### src/rtl/hs_pkg.sv
package hs_pkg;

    typedef enum logic [1:0] {
        EJ_SEATED  = 2'd0,
        EJ_REQUEST = 2'd1,
        EJ_READY   = 2'd2
    } ej_state_e;

    typedef struct packed {
        logic      pwr_en;
        ej_state_e ej;
    } seq_state_t;

    // bit positions in the synchronized input vector
    localparam int IDX_BSEL   = 0;
    localparam int IDX_HANDLE = 1;
    localparam int IDX_FAULT  = 2;
    localparam int IDX_PG     = 3;
    localparam int IDX_SYSRST = 4;
    localparam int N_IN       = 5;

endpackage

### src/rtl/hs_sync.sv
module hs_sync #(
    parameter int              W       = 1,
    parameter int              STAGES  = 2,
    parameter logic [W-1:0]    RST_VAL = '0
) (
    input  logic         clk,
    input  logic         rst_n,
    input  logic [W-1:0] din,
    output logic [W-1:0] dout
);
    logic [STAGES-1:0][W-1:0] stg_d, stg_q;

    always_comb begin
        stg_d[0] = din;
        for (int i = 1; i < STAGES; i++) begin
            stg_d[i] = stg_q[i-1];
        end
    end

    always_ff @(posedge clk or negedge rst_n) begin
        if (!rst_n) stg_q <= {STAGES{RST_VAL}};
        else        stg_q <= stg_d;
    end

    assign dout = stg_q[STAGES-1];
endmodule

### src/rtl/hs_debounce.sv
module hs_debounce #(
    parameter int   CNT_W   = 16,
    parameter logic RST_VAL = 1'b0
) (
    input  logic clk,
    input  logic rst_n,
    input  logic din,
    output logic level
);
    typedef struct packed {
        logic             level;
        logic [CNT_W-1:0] cnt;
    } db_t;

    db_t db_d, db_q;

    always_comb begin
        db_d = db_q;
        if (din != db_q.level) begin
            if (&db_q.cnt) begin
                db_d.level = din;
                db_d.cnt   = '0;
            end else begin
                db_d.cnt = db_q.cnt + 1'b1;
            end
        end else begin
            db_d.cnt = '0;
        end
    end

    always_ff @(posedge clk or negedge rst_n) begin
        if (!rst_n) begin
            db_q.level <= RST_VAL;
            db_q.cnt   <= '0;
        end else begin
            db_q <= db_d;
        end
    end

    assign level = db_q.level;
endmodule

### src/rtl/hs_pwr_seq.sv
module hs_pwr_seq
    import hs_pkg::*;
#(
    parameter int DB_CNT_W    = 16,
    parameter int SYNC_STAGES = 2
) (
    input  logic clk,
    input  logic rst_n,
    input  logic bsel_n_i,
    input  logic handle_open_i,
    input  logic sw_fault_n_i,
    input  logic rail_pg_i,
    input  logic sys_rst_n_i,
    output logic pwr_en_o,
    output logic healthy_n_o,
    output logic local_rst_n_o,
    output logic enum_oe_o,
    output logic led_o
);
    // reset levels: board deselected, handle closed, fault assumed, rail down, bus in reset
    localparam logic [N_IN-1:0] SYNC_RST = N_IN'(1) << IDX_BSEL;
    localparam int              N_DB     = 2;
    localparam logic [N_DB-1:0] DB_RST   = 2'b01;

    logic [N_IN-1:0] raw_v, sync_v;
    logic [N_DB-1:0] db_v;

    assign raw_v[IDX_BSEL]   = bsel_n_i;
    assign raw_v[IDX_HANDLE] = handle_open_i;
    assign raw_v[IDX_FAULT]  = sw_fault_n_i;
    assign raw_v[IDX_PG]     = rail_pg_i;
    assign raw_v[IDX_SYSRST] = sys_rst_n_i;

    hs_sync #(
        .W       (N_IN),
        .STAGES  (SYNC_STAGES),
        .RST_VAL (SYNC_RST)
    ) u_sync (
        .clk   (clk),
        .rst_n (rst_n),
        .din   (raw_v),
        .dout  (sync_v)
    );

    // debounce filters for the two mechanical / backplane select inputs
    for (genvar g = 0; g < N_DB; g++) begin : g_db
        hs_debounce #(
            .CNT_W   (DB_CNT_W),
            .RST_VAL (DB_RST[g])
        ) u_db (
            .clk   (clk),
            .rst_n (rst_n),
            .din   (sync_v[g]),
            .level (db_v[g])
        );
    end

    logic bsel_db, handle_db, fault_n_s, pg_s, sysrst_n_s, healthy;
    assign bsel_db    = db_v[IDX_BSEL];
    assign handle_db  = db_v[IDX_HANDLE];
    assign fault_n_s  = sync_v[IDX_FAULT];
    assign pg_s       = sync_v[IDX_PG];
    assign sysrst_n_s = sync_v[IDX_SYSRST];

    seq_state_t st_d, st_q;

    always_comb begin
        st_d        = st_q;
        st_d.pwr_en = ~bsel_db;
        unique case (st_q.ej)
            EJ_SEATED:  if (handle_db) st_d.ej = EJ_REQUEST;
            EJ_REQUEST: begin
                if (!handle_db)       st_d.ej = EJ_SEATED;
                else if (!sysrst_n_s) st_d.ej = EJ_READY;
            end
            EJ_READY:   if (!handle_db) st_d.ej = EJ_SEATED;
            default:    st_d.ej = EJ_SEATED;
        endcase
    end

    always_ff @(posedge clk or negedge rst_n) begin
        if (!rst_n) begin
            st_q.pwr_en <= 1'b0;
            st_q.ej     <= EJ_SEATED;
        end else begin
            st_q <= st_d;
        end
    end

    // health and local reset: no register after the qualification terms
    assign healthy       = fault_n_s & st_q.pwr_en & pg_s;
    assign healthy_n_o   = ~healthy;
    assign local_rst_n_o = sys_rst_n_i & healthy;
    assign pwr_en_o      = st_q.pwr_en;
    assign enum_oe_o     = (st_q.ej != EJ_SEATED);
    assign led_o         = (st_q.ej == EJ_READY);
endmodule

### config.mk
export PLATFORM = sky130hd
export DESIGN_NAME = hs_pwr_seq
export DESIGN_NICKNAME = d
export VERILOG_FILES = /design/src/rtl/hs_pkg.sv /design/src/rtl/hs_sync.sv /design/src/rtl/hs_debounce.sv /design/src/rtl/hs_pwr_seq.sv
export SDC_FILE = /design/constraint.sdc
export NUM_CORES = 1
export LEC_CHECK = 0
export BUFFER_PORTS_ARGS = -buffer_cell sky130_fd_sc_hd__buf_4
export CORE_ASPECT_RATIO = 0.75
export CORE_MARGIN = 3
export CORE_UTILIZATION = 50
export CTS_BUF_LIST = sky130_fd_sc_hd__clkbuf_2
export DETAILED_ROUTE_END_ITERATION = 10
export MAX_ROUTING_LAYER = met4
export PLACE_DENSITY = 0.67
export SLEW_MARGIN = 15
export SYNTH_ARGS = -nofsm -noshare
export SYNTH_HDL_FRONTEND = slang
export SYNTH_SLANG_ARGS = --single-unit
### constraint.sdc
create_clock -name clk -period 4 [get_ports clk]
set_input_delay 0.2 -clock clk [delete_from_list [all_inputs] [get_ports clk]]
set_output_delay 0.2 -clock clk [all_outputs]
set_load 0.005 [all_outputs]
==> metrics <==
status=complete, no violations; clk sinks=47; leakage power=0.000955 µW; Post-CTS Setup Inserts=0; worst r2r path cells=5; worst skew pair latency=400 ps; internal power=541 µW; crit path launch=g_db[1].u_db.db_q[0]; Total Wirelength=3.55 mm; CTS clock-pin slew for the worst setup and hold paths=230 ps; Comb pwr share=5.1%; Die X=80.0 µm; Slew Viols, Final=0; Bufs on Longest Clock Path=2; WS Path Type=reg2reg; Reg2Reg Capture Point=g_db[1].u_db.db_q[11]; RD Place Congestion=0.815; main flop type after synthesis=dfrtp_1; site row count=19; DRT Pass-1 Iters=4; Max Clk Rate=543 MHz; Period minus WS final=1840 ps; WL per Instance=13.4 µm; Ys Warns=0; clock share of power=25.5%; flop-to-flop setup slack=2160 ps; grt ovf=0; gr usage total=17.3%; pre-CTS WS=2190 ps; TritonCTS clock tree=built; CTS root buffer=clkbuf_2; via count=1383; # diodes=0; antenna violations before repair=0; Post-CTS Hold Fix Bufs=6; #FFs+latches synth=47; dpl hpwl=2.44 mm; DR iter-0 viols=87; Setup crit end kind=flip-flop; endpoints failing hold=0; die height=61.5 µm; H-tree Lvls=2; die area=4920 µm²; setup slack after layout=2160 ps; sw frac=24.2%; share of the yosys chip area belonging to registers=57.4%; number of global-route vias before repair=1358; Reg power frac=69.4%; top cells by area, synth=dfrtp_1, xnor2_1, nor2_1; Final TNS setup=0 ps; floorplan core area=3800 µm²; fin crit share=46.0%; Starting Density=54.0%; Critical Path RT=4280 ps; port buffer count=11; post-synthesis instance area=2060 µm²; post-synth top area cell=dfrtp_1; Post-synth EDFFs=0; Post-Synthesis Cells=191; relative slew slack=62.8%; final setup fails=0; CP Max Fanout=14; peak supply drop=0.000149 V; global-route wire length before repair=6.23 mm; type of origin of the critical path=flip-flop; Mean Syn Cell Area=10.8 µm²; P_sw=172 µW; fraction of registers with async set/reset=100%; unrepaired setup endpoints after global routing=false; Routed Antenna Nets=0; DRC viols=0; CTS Buf Count=5; Hold/Removal Path Class=in2async; reg2reg start=g_db[1].u_db.db_q[0]; clock skew=24.9 ps; Syn-to-layout area delta=11.0%; post_cts resized=0; Pwr Density=313 nW/µm²; largest net degree at the start of global routing=48; Critical Path AT=2120 ps; Via density=5.24; layout cell share with drive strength beyond 1=13.7%; post-synth cell types=32; worst slew pin tran=558 ps; Syn Nets=200; max_cap viols=0; Layout Nets=220; Ports=12; share of the synthesized area in the top cell type=53.6%
## state kept, by name, summed over array words and instances (netlist names)
signal and count:
g_db.u_db.db_q 32, g_db.u_db.level 2, pwr_en_o 1, st_q 2, u_sync.dout 5, u_sync.stg_d 5
## critical path, stage by stage, from the launching register on
cell and delay, ps:
dfrtp_1 500, ha_1 280, nand2_1 130, or2_2 360, o21ai_4 360, nor2_1 100
## cells in the mapped netlist (all sizes together), types with 2 or more instances
cell type / number
mux2: 2
nand2: 9
nor4: 8
nor2: 36
xnor2: 22
dfstp: 3
or2: 2
dfrtp: 44
nand3: 10
nand4: 9
buf: 4
ha: 2
xor2: 6
nor3: 11
nor2b: 3
inv: 8
## routing by layer
metal  share of wire, %  up-vias  routed length (µm)  global-route usage [%]
met4               0.51        0                  18                    5.78
met1                 52      684                1840                    22.7
li1                   -      681                   -                       -
met2                 44       16                1570                    26.7
met5                  0        -                   0                       -
met3                3.5        2                 125                    4.39
## final cells by class
cell class                 instances  area [µm²]
clock buffer                       5        25.0
clock inverter                     3        15.0
fill                             334        1520
inverter                           8        30.0
multi-input combinational        132         823
sequential                        47        1180
tap                               52        65.1
timing repair buffer              17         143
## how the worst max path moves through the flow
stage	slack [ps]	endpoint
after floorplan	2400	g_db[1].u_db.level
after detailed placement	2190	g_db[1].u_db.db_q[11]
after CTS	2170	g_db[1].u_db.db_q[11]
final	2160	g_db[1].u_db.db_q[11]
after global placement	2290	g_db[1].u_db.db_q[8]
after global routing	1970	g_db[1].u_db.db_q[11]
## logic make-up after synthesis
kind of cell | count (synthesis) | share of synthesized area, %
xor gates and xnor gates | 28 | 11.9
AOI/OAI and AO/OA | 7 | 3.04
adders and majority gates | 2 | 1.22
muxes | 2 | 1.10
buffers and inverters | 12 | 2.56
and+or+nand+nor | 93 | 22.8
DFF | 47 | 57.4
## stage by stage
stage          std cells  cell area, µm²  util [%]  hold slack [ps]  total power (µW)
2_1_floorplan        191            2060         -            -95.6               516
3_3_place_gp         250            2180      57.3              223               533
3_5_place_dp         250            2180      57.3              237               536
4_1_cts              264            2280      60.0              288               724
5_1_grt              264            2280      60.0              290               750
6_report             264            2280      60.0              295               713
## power by group through the flow
stage               logic (µW)  clock network, µW  registers [µW]
floorplan                 15.2                  0             501
global placement          31.4                  0             502
detailed placement        32.4                  0             503
CTS                       37.3                191             495
global route              41.7                211             497
finish                    36.1                182             495
## cell usage in the layout, fill, tap and decap left out, types with 3 or more instances in the layout
cell type | synthesis | final
nor3_1 | 10 | 10
inv_1 | 8 | 8
nor2b_1 | 3 | 3
nor2_1 | 36 | 36
dfstp_2 | 3 | 3
xnor2_1 | 22 | 22
nor4_1 | 8 | 8
dfrtp_1 | 44 | 44
xor2_1 | 6 | 6
clkbuf_2 | 0 | 5
dlygate4sd3_1 | 0 | 6
buf_4 | 1 | 11
nand4_1 | 8 | 8
nand2_1 | 9 | 9
nand3_1 | 10 | 10
(Power assumes the default switching activity.)
